[config.mk]
export PLATFORM = sky130hd
export DESIGN_NAME = luma_step_sharpener
export DESIGN_NICKNAME = d
export VERILOG_FILES = /design/src/rtl/lss_pkg.sv /design/src/rtl/lss_taps.sv /design/src/rtl/lss_envelope.sv /design/src/rtl/lss_contour.sv /design/src/rtl/lss_peaker.sv /design/src/rtl/luma_step_sharpener.sv
export SDC_FILE = /design/constraint.sdc
export NUM_CORES = 1
export LEC_CHECK = 0
export ABC_AREA = 1
export CAP_MARGIN = 20
export CORE_UTILIZATION = 63
export DETAILED_ROUTE_END_ITERATION = 7
export PLACE_DENSITY_LB_ADDON = 0.15
export SLEW_MARGIN = 5
export SYNTH_ARGS = -nofsm -noshare
export SYNTH_HDL_FRONTEND = slang
export SYNTH_SLANG_ARGS = --single-unit
[constraint.sdc]
create_clock -name clk -period 21.6 [get_ports clk]
set_input_delay 4.32 -clock clk [delete_from_list [all_inputs] [get_ports clk]]
set_output_delay 4.32 -clock clk [all_outputs]
set_load 0.03 [all_outputs]
[src/rtl/lss_pkg.sv]
package lss_pkg;

  localparam int NTAP    = 5;
  localparam int CTR_IDX = 2;

  typedef enum logic {
    KSEL_NARROW = 1'b0,
    KSEL_WIDE   = 1'b1
  } ksel_e;

  function automatic int clamp_i(int v, int lo, int hi);
    if (v < lo) return lo;
    if (v > hi) return hi;
    return v;
  endfunction

  function automatic int core_i(int c, int thr);
    if ((c <= thr) && (c >= -thr)) return 0;
    return c;
  endfunction

  function automatic int eff_gain_i(int g, int gw, int env, int dw);
    int w;
    w = (g == ((1 << gw) - 1)) ? (1 << gw) : g;
    return (w * ((1 << dw) - env)) >>> dw;
  endfunction

  function automatic int corr_i(int cored, int eff, int gw);
    return (cored * eff) >>> gw;
  endfunction

endpackage

[src/rtl/lss_taps.sv]
module lss_taps
  import lss_pkg::*;
#(
  parameter int DW = 8
) (
  input  logic                      clk,
  input  logic                      rst_n,
  input  logic                      shift,
  input  logic [DW-1:0]             din,
  output logic [NTAP-1:0][DW-1:0]   taps
);

  logic [NTAP-1:0][DW-1:0] taps_q;

  always_ff @(posedge clk) begin
    if (!rst_n)      taps_q[0] <= '0;
    else if (shift)  taps_q[0] <= din;
  end

  for (genvar i = 1; i < NTAP; i++) begin : g_stage
    always_ff @(posedge clk) begin
      if (!rst_n)      taps_q[i] <= '0;
      else if (shift)  taps_q[i] <= taps_q[i-1];
    end
  end

  assign taps = taps_q;

  // a shift moves the newest sample one stage down
  a_r1_shift_moves: assert property (@(posedge clk) disable iff (!rst_n)
    shift |=> (taps_q[1] == $past(taps_q[0])));
  // no shift, no change
  a_r1_idle_holds: assert property (@(posedge clk) disable iff (!rst_n)
    !shift |=> $stable(taps_q));

endmodule

[src/rtl/lss_envelope.sv]
module lss_envelope
  import lss_pkg::*;
#(
  parameter int DW = 8
) (
  input  logic                      clk,
  input  logic                      rst_n,
  input  logic [NTAP-1:0][DW-1:0]   taps,
  output logic [DW-1:0]             win_min,
  output logic [DW-1:0]             win_max,
  output logic [DW-1:0]             win_env
);

  always_comb begin
    win_min = taps[0];
    win_max = taps[0];
    for (int i = 1; i < NTAP; i++) begin
      if (taps[i] < win_min) win_min = taps[i];
      if (taps[i] > win_max) win_max = taps[i];
    end
  end

  assign win_env = win_max - win_min;

  // every tap, the centre included, lies inside the envelope
  a_r2_centre_bounded: assert property (@(posedge clk) disable iff (!rst_n)
    (win_min <= taps[CTR_IDX]) && (taps[CTR_IDX] <= win_max));
  a_r2_edges_bounded: assert property (@(posedge clk) disable iff (!rst_n)
    (win_min <= taps[0]) && (win_min <= taps[NTAP-1]) &&
    (taps[0] <= win_max) && (taps[NTAP-1] <= win_max));

endmodule

[src/rtl/lss_contour.sv]
module lss_contour
  import lss_pkg::*;
#(
  parameter int DW   = 8,
  parameter bit WIDE = 1'b1,
  localparam int CW  = DW + 3
) (
  input  logic [NTAP-1:0][DW-1:0] taps,
  output logic signed [CW-1:0]    ctr
);

  localparam int OFF = WIDE ? 2 : 1;

  int side_l, side_r, mid;

  assign mid    = int'(taps[CTR_IDX]);
  assign side_l = int'(taps[CTR_IDX - OFF]);
  assign side_r = int'(taps[CTR_IDX + OFF]);

  if (WIDE) begin : g_wide
    assign ctr = CW'(2 * mid - side_l - side_r);
  end else begin : g_narrow
    assign ctr = CW'(2 * mid - side_l - side_r);
  end

endmodule

[src/rtl/lss_peaker.sv]
module lss_peaker
  import lss_pkg::*;
#(
  parameter int DW  = 8,
  parameter int GW  = 6,
  localparam int CW = DW + 3
) (
  input  logic                  clk,
  input  logic                  rst_n,
  input  logic [DW-1:0]         centre,
  input  logic signed [CW-1:0]  ctr,
  input  logic [DW-1:0]         env,
  input  logic [GW-1:0]         gain,
  input  logic [GW-1:0]         core,
  output logic [DW-1:0]         peak
);

  localparam int PMAX = (1 << DW) - 1;

  int ctr_v, cored_v, eff_v, corr_v, sum_v;
  logic in_core_band;

  always_comb begin
    ctr_v   = int'(ctr);
    cored_v = core_i(ctr_v, int'(core));
    eff_v   = eff_gain_i(int'(gain), GW, int'(env), DW);
    corr_v  = corr_i(cored_v, eff_v, GW);
    sum_v   = int'(centre) + corr_v;
  end

  assign peak         = DW'(clamp_i(sum_v, 0, PMAX));
  assign in_core_band = (ctr_v <= int'(core)) && (ctr_v >= -int'(core));

  // a contour inside the coring band leaves the centre untouched
  a_r5_core_passes_centre: assert property (@(posedge clk) disable iff (!rst_n)
    in_core_band |-> (peak == centre));
  // zero gain leaves the centre untouched
  a_r6_zero_gain: assert property (@(posedge clk) disable iff (!rst_n)
    (gain == '0) |-> (peak == centre));

endmodule

[src/rtl/luma_step_sharpener.sv]
module luma_step_sharpener
  import lss_pkg::*;
#(
  parameter int DW = 8,
  parameter int GW = 6
) (
  input  logic          clk,
  input  logic          rst_n,
  input  logic          in_valid,
  input  logic [DW-1:0] in_luma,
  input  logic          cfg_wide,
  input  logic [GW-1:0] cfg_gain,
  input  logic [GW-1:0] cfg_core,
  output logic          out_valid,
  output logic [DW-1:0] out_step,
  output logic [DW-1:0] out_peak,
  output logic [DW-1:0] out_env
);

  localparam int CW = DW + 3;

  logic [NTAP-1:0][DW-1:0] taps;
  logic [DW-1:0]           env_min, env_max, env_val;
  logic signed [CW-1:0]    ctr_wide, ctr_narrow, ctr_peak;
  logic [DW-1:0]           step_val, peak_val;
  logic                    step_pick_max;
  ksel_e                   ksel;
  logic                    v1_q, v2_q;
  logic [1:0]              since_rst;

  lss_taps #(.DW(DW)) u_taps (
    .clk(clk), .rst_n(rst_n), .shift(in_valid), .din(in_luma), .taps(taps)
  );

  lss_envelope #(.DW(DW)) u_env (
    .clk(clk), .rst_n(rst_n), .taps(taps),
    .win_min(env_min), .win_max(env_max), .win_env(env_val)
  );

  lss_contour #(.DW(DW), .WIDE(1'b1)) u_ctr_wide (
    .taps(taps), .ctr(ctr_wide)
  );

  lss_contour #(.DW(DW), .WIDE(1'b0)) u_ctr_narrow (
    .taps(taps), .ctr(ctr_narrow)
  );

  assign ksel          = ksel_e'(cfg_wide);
  assign ctr_peak      = (ksel == KSEL_WIDE) ? ctr_wide : ctr_narrow;
  assign step_pick_max = (ctr_wide < 0);
  assign step_val      = step_pick_max ? env_max : env_min;

  lss_peaker #(.DW(DW), .GW(GW)) u_peak (
    .clk(clk), .rst_n(rst_n), .centre(taps[CTR_IDX]), .ctr(ctr_peak),
    .env(env_val), .gain(cfg_gain), .core(cfg_core), .peak(peak_val)
  );

  always_ff @(posedge clk) begin
    if (!rst_n) begin
      v1_q <= 1'b0;
      v2_q <= 1'b0;
    end else begin
      v1_q <= in_valid;
      v2_q <= v1_q;
    end
  end

  always_ff @(posedge clk) begin
    if (!rst_n) begin
      out_step <= '0;
      out_peak <= '0;
      out_env  <= '0;
    end else if (v1_q) begin
      out_step <= step_val;
      out_peak <= peak_val;
      out_env  <= env_val;
    end
  end

  assign out_valid = v2_q;

  always_ff @(posedge clk) begin
    if (!rst_n)                  since_rst <= '0;
    else if (since_rst != 2'd3)  since_rst <= since_rst + 2'd1;
  end

  // fixed two-clock strobe latency
  a_r8_valid_latency: assert property (@(posedge clk) disable iff (!rst_n)
    (since_rst == 2'd3) |-> (out_valid == $past(in_valid, 2)));
  // outputs hold while no result is due
  a_r8_hold_idle: assert property (@(posedge clk) disable iff (!rst_n)
    !v1_q |=> ($stable(out_step) && $stable(out_peak) && $stable(out_env)));
  // the step result is always one of the two envelope extremes
  a_r3_step_extreme: assert property (@(posedge clk) disable iff (!rst_n)
    v1_q |=> ((out_step == $past(env_max)) || (out_step == $past(env_min))));
  // the reported envelope spans the step result
  a_r2_env_spans_step: assert property (@(posedge clk) disable iff (!rst_n)
    v1_q |=> (out_env == ($past(env_max) - $past(env_min))));

endmodule

======== After elaboration in Yosys (flattened, before gate mapping) ========
Cells that the tools add are included.
operators by class
  add/sub/neg operators ................... 8
  multiply operators ...................... 2
  $lt $le $gt $ge ......................... 13
  eq/ne operators ......................... 1
  multiplexer cells ....................... 19
  reduce and logical (&&, ||, !) cells .... 1
operators by type and width
  operator                number
  $mux W8                 12
  $ge A11 B32 Y1          1
  $gt A8 B8 Y1            4
  $lt A8 B8 Y1            4
  $mul A32 B24 Y32        1
  $mux W32                1
  $neg A6 Y32             1
  $add A9 B26 Y27         1
  $gt A27 B9 Y1 const B   1
  $lt A27 B1 Y1 const B   1
  $sub A9 B8 Y10          2
  $mul A8 B10 Y18         1
  $le A11 B7 Y1           1
  $lt A11 B1 Y1 const B   1
  $mux W11                1
  $sub A10 B9 Y11         1
  $sub A11 B9 Y11         1
  $sub A9 B8 Y10 const A  1
  $sub A8 B8 Y8           1
  $mux W7                 1
  $eq A6 B1 Y1 const B    1
  $mux W1                 4
  $logic_and A1 B1 Y1     1
word-level totals
  bits in registers ....................... 66
  bits of input ports ..................... 24
  output and inout port bits .............. 25
  word-level logic and storage cells ...... 54

======== Longest topological paths before layout ========
  word-level depth ........................ 18
  gate-level depth with buffers ........... 122
  gate-level depth less buffers ........... 119

======== Cells and area by module ========
A second synthesis with hierarchy kept.
second synthesis, totals
  cell total of the unflattened synthesis .. 2281
  area, all modules ....................... 15537.4 µm²
modules (own cells, without submodules)
  module               times used  cells each  area an instance (µm²)  sequential area each (µm²)
  lss_peaker           1           1167        8678.3                  0.0
  lss_envelope         1           407         2337.2                  0.0
  lss_contour          2           138         850.8                   0.0
  lss_taps             1           253         1657.8                  800.8
  luma_step_sharpener  1           178         1162.4                  520.5

======== Worst setup path before layout ========
No wires, ideal clock.
  path kind ............................... register to register
  start point ............................. register u_taps.taps_q, in the netlist u_taps.taps[1]
  end point ............................... register out_peak[7]
  library setup time ...................... 132 ps
  arrival time ............................ 17270 ps
  data required time ...................... 21468 ps
  slack ................................... 4197 ps
  cell stages (with the launch flop) ...... 107
  path buffers ............................ 3
  period minus slack after synthesis ...... 17403 ps
  cells stage by stage .................... dfxtp_1 inv_1 ha_1 nand2_1 nand2_1 nand2_1 nand2_1 nand2_1 nand2_2 nand2_2 clkbuf_1 o21ai_0 ha_1 nand2_1 nor2_1 nand3_1 nand3b_1 nand2_4 [71 not listed] o21ai_0 a21oi_1 o21ai_0 a21oi_1 nor2_2 nand3_2 nor2_4 nand3_1 nand2_1 nand2_1 inv_1 nand2_1 nor2_1 nand2_2 nand2_2 nand2_1 nand2_1 a21oi_1
on the way
  longest elaborated chain between the ends .. 18
  elaborated cells on any way between the ends .. 37
  classes of those cells .................. add/sub (5); mul (2); order compare (12); mux (17); reduce/logical (1)
RTL lines
  what                                          line                                    text
  start: declaration                            lss_taps.sv:13                          logic [NTAP-1:0][DW-1:0] taps_q;
  $gt A8 B8 Y1 or $lt A8 B8 Y1 (tied branches)  lss_envelope.sv:19, lss_envelope.sv:18
  $mux W8, on equally long branches             lss_envelope.sv:19, lss_envelope.sv:18
  $gt A8 B8 Y1 or $lt A8 B8 Y1 (tied branches)  lss_envelope.sv:19, lss_envelope.sv:18
  $mux W8, on equally long branches             lss_envelope.sv:19, lss_envelope.sv:18
  $gt A8 B8 Y1 or $lt A8 B8 Y1 (tied branches)  lss_envelope.sv:19, lss_envelope.sv:18
  $mux W8, on equally long branches             lss_envelope.sv:19, lss_envelope.sv:18
  $gt A8 B8 Y1 or $lt A8 B8 Y1 (tied branches)  lss_envelope.sv:19, lss_envelope.sv:18
  $mux W8, on equally long branches             lss_envelope.sv:19, lss_envelope.sv:18
  $sub A8 B8 Y8                                 lss_envelope.sv:23                      assign win_env = win_max - win_min;
  $sub A9 B8 Y10                                lss_pkg.sv:25                           return (w * ((1 << dw) - env)) >>> dw;
  $mul A8 B10 Y18                               lss_pkg.sv:25
  $mul A32 B24 Y32 (*)                          lss_pkg.sv:29                           return (cored * eff) >>> gw;
  $add A9 B26 Y27 (*)                           lss_peaker.sv:28                        sum_v = int'(centre) + corr_v;
  $gt A27 B9 Y1                                 lss_pkg.sv:13                           if (v > hi) return hi;
  $mux W1 (2 in a row)                          lss_pkg.sv:13
  $mux W8                                       lss_pkg.sv:14                           return v;
  $mux W8 (*)                                   lss_pkg.sv:13
  end signal: assignment                        luma_step_sharpener.sv:75               out_peak <= peak_val;
  end: declaration                              luma_step_sharpener.sv:16               output logic [DW-1:0] out_peak,
Every way passes the cells marked *; elsewhere a longest branch is shown, timed or not. The select of a mux whose other input is x is not followed.
A chain may end at the register's enable or synchronous reset.

======== Worst setup path after layout ========
  start point ............................. register u_taps.taps_q, in the netlist u_taps.taps[8]
  end point ............................... register out_peak[3]
Same word-level chain as after synthesis.

==> flow_metrics.py <==
metrics = {
    "setup_path": {
        "crit_type": "reg -> reg",
        "critical_path.top_delay_family": "adder cells",
        "startpoint_type": "flip-flop",
        "cp_slowest_stage_delay_ns": 0.56,
        "cp-end-kind": "flip-flop",
        "reg2reg_setup_slack_ns": 1.68,
        "crit_required_ns": 21.81,
        "crit_top_cell": "nand2_1",
        "crit_start": "u_taps.taps[8]",
        "reg2reg_from": "u_taps.taps[8]",
        "cp_num_buf_inv": 19,
        "critPathArrivalTime_ns": 20.14,
        "cp_max_fo": 20,
        "crit_slowest_cell": "fa_1",
    },
    "routing": {
        "drcViolationCount": 6,
        "ant_nets": 0,
        "wire_per_inst_microns": 15.36,
        "drt-total-wl_microns": 35910,
        "num_vias": 13100,
        "drtIter0Drc": 1095,
        "drt_first_pass_iters": 7,
        "drt-vias-per-instance": 5.604,
    },
    "logic_synthesis": {
        "ys_warn_count": 0,
        "synth_top_area_share_pct": 21.00,
        "async_flop_share_pct": 0,
        "synth.area.top_cells": "fa_1, ha_1, nand2_1",
        "synthCells": 2022,
        "synth_ff_type": "dfxtp_1",
        "yosys.area.top_type": "fa_1",
        "avgSynthCellArea_sq_um": 7.024,
        "synth-seq-cells": 66,
        "synthDistinctLibCells": 47,
        "synth-seq-area-share_pct": 9.303,
        "netlist_area_sq_um": 14200,
        "synth_edf_count": 0,
        "syn-num-nets": 2402,
    },
    "timing": {
        "worstMarginPinSlew_ns": 1.052,
        "clock.fmax_mhz": 50.20,
        "final_hold_viol_count": 0,
        "timing.setup.tns_ns": 0,
        "relSlewSlack_pct": 29.66,
        "drv_slew": 0,
        "clock_skew_ns": 0.007265,
        "finalWorstSetupSlack_ns": 1.679,
        "grt_setup_unrepaired": "no",
        "finalCriticalPeriod_ns": 19.92,
        "min_period_over_period_pct": 92.23,
        "setup_violations": 0,
    },
    "placed_design": {
        "dp.cells": 2321,
        "gp_congestion": 1.012,
        "io_buffers": 48,
        "post-dp-hpwl_microns": 29990,
        "place_ws_ns": 2.031,
    },
    "cts": {
        "worst_skew_pair.late_latency_ns": 0.35,
        "cts.clk_slew.worst_paths_ns": 0.06,
        "post-cts-setup-buffers": 0,
        "cts_buffers": 9,
        "cts_tree": "yes",
        "hold_buffers": 0,
        "cts.sinks": 66,
        "cts_max_path_buffers": 2,
        "cts_root_buf": "clkbuf_16",
        "htreeDepth": 3,
        "postCtsResizedCells": 0,
    },
    "global_route": {
        "grtUsageMet2_pct": 52.91,
        "grt_pass1_wl_microns": 60880,
        "antenna_found_initial": 0,
        "grt_busiest_layer": "met2",
        "grt_use_met1_pct": 44.36,
        "grt_pass1_vias": 12720,
        "grtUsageTotal_pct": 32.33,
        "grt_util_met3_pct": 5.290,
        "grt.overflow.total": 0,
        "grt_max_degree": 59,
    },
    "worst_hold_path": {
        "hold_class": "reg -> reg",
        "min_from": "out_step[6]",
    },
    "cells_and_area": {
        "final_cells": 2337,
        "fin_nets": 2432,
        "antenna_cells": 0,
        "layout-drive-gt1-share_pct": 4.570,
        "layout_common_cells": "nand2_1, inv_1, ha_1",
        "area_growth_syn_to_layout_pct": 7.391,
        "layout_commonest_cell": "nand2_1",
    },
    "floorplanning": {
        "io-pin-count": 49,
        "rows": 54,
        "start_util_pct": 64.68,
        "die_w_microns": 152.1,
        "fp.dieH_microns": 152.1,
        "coreArea_sq_um": 21960,
        "dieArea_sq_um": 23150,
    },
    "run_status": {
        "violations": "DRC",
        "status": "complete, but fails checks",
    },
    "flow_run": {
        "drv_cap": 0,
    },
}
-- cell usage after synthesis, types with 2 or more instances --
master	n
o22ai_1	2
o21a_1	4
clkinv_1	5
dfxtp_1	66
nand4_1	12
nand2_2	24
inv_2	8
nand3_2	8
fa_1	149
o211ai_1	13
nor3_1	12
nor2_2	14
clkbuf_1	29
a211oi_1	8
o21ai_0	118
xor2_2	3
ha_1	207
o21ai_1	14
nor2_1	179
nor2_4	2
o21ai_2	4
o221ai_1	2
xor2_1	38
buf_1	2
xnor2_1	13
nor4_1	5
a21oi_1	141
inv_1	398
nand2_1	411
or2_2	3
a221oi_1	2
a21o_1	9
nand4_2	2
nand3_1	85
o21bai_1	10
nand3b_1	7
nand2_4	3
-- metal layers --
layer  part of all wire [%]  vias up
li1                       -     6453
met1                     45     6120
met2                     45      455
met3                    7.7       68
met4                    2.4        0
met5                      0        -
-- kinds of logic after synthesis --
family	Yosys count	synth area share [%]
adders and majority gates	356	39.24
DFF	66	9.303
muxes	1	0.07048
xor gates and xnor gates	54	3.489
and+or+nand+nor	768	23.12
AOI/OAI and AO/OA	334	13.02
buffers and inverters	443	11.76
-- registers in the layout, summed over array words and instances, names as in the netlist --
| signal | count |
|---|---|
| out_env | 8 |
| out_peak | 8 |
| out_step | 8 |
| out_valid | 1 |
| u_taps.taps | 40 |
| v1_q | 1 |
-- stage by stage --
step / cell area [sq um] / util, % / hold WS (ns)
5_1_grt: 15250 / 69.46 / 0.4860
2_1_floorplan: 14200 / - / 0.4859
4_1_cts: 15250 / 69.46 / 0.4666
6_report: 15250 / 69.46 / 0.4644
3_5_place_dp: 14930 / 67.98 / 0.4570
3_3_place_gp: 14930 / 67.98 / 0.4526
-- cell type report --
| cell class | count | area (sq um) |
|---|---|---|
| multi-input cells | 1513 | 11210 |
| fillers | 1909 | 6706 |
| inverters | 411 | 1543 |
| flip-flops and latches | 66 | 1321 |
| repair buffers | 51 | 503.0 |
| well taps | 280 | 350.3 |
| clock buffers | 9 | 225.2 |
| clock inverters | 7 | 98.84 |
-- tightest hold or removal path: stages (launching register included) --
cell     delay [ns]
dfxtp_1        0.31
nand2_1        0.06
a21oi_1        0.05
-- final timing paths --
path | to | depth (start not counted)
worst max register to register | out_peak[3] | 104
worst min-delay path | out_step[6] | 2
worst min register to register | out_step[6] | 2
worst max-delay path | out_peak[3] | 104
Power is left out: the tool's default activity adds up to more than one toggle a clock period on the data nets, which glitch-free logic cannot reach.
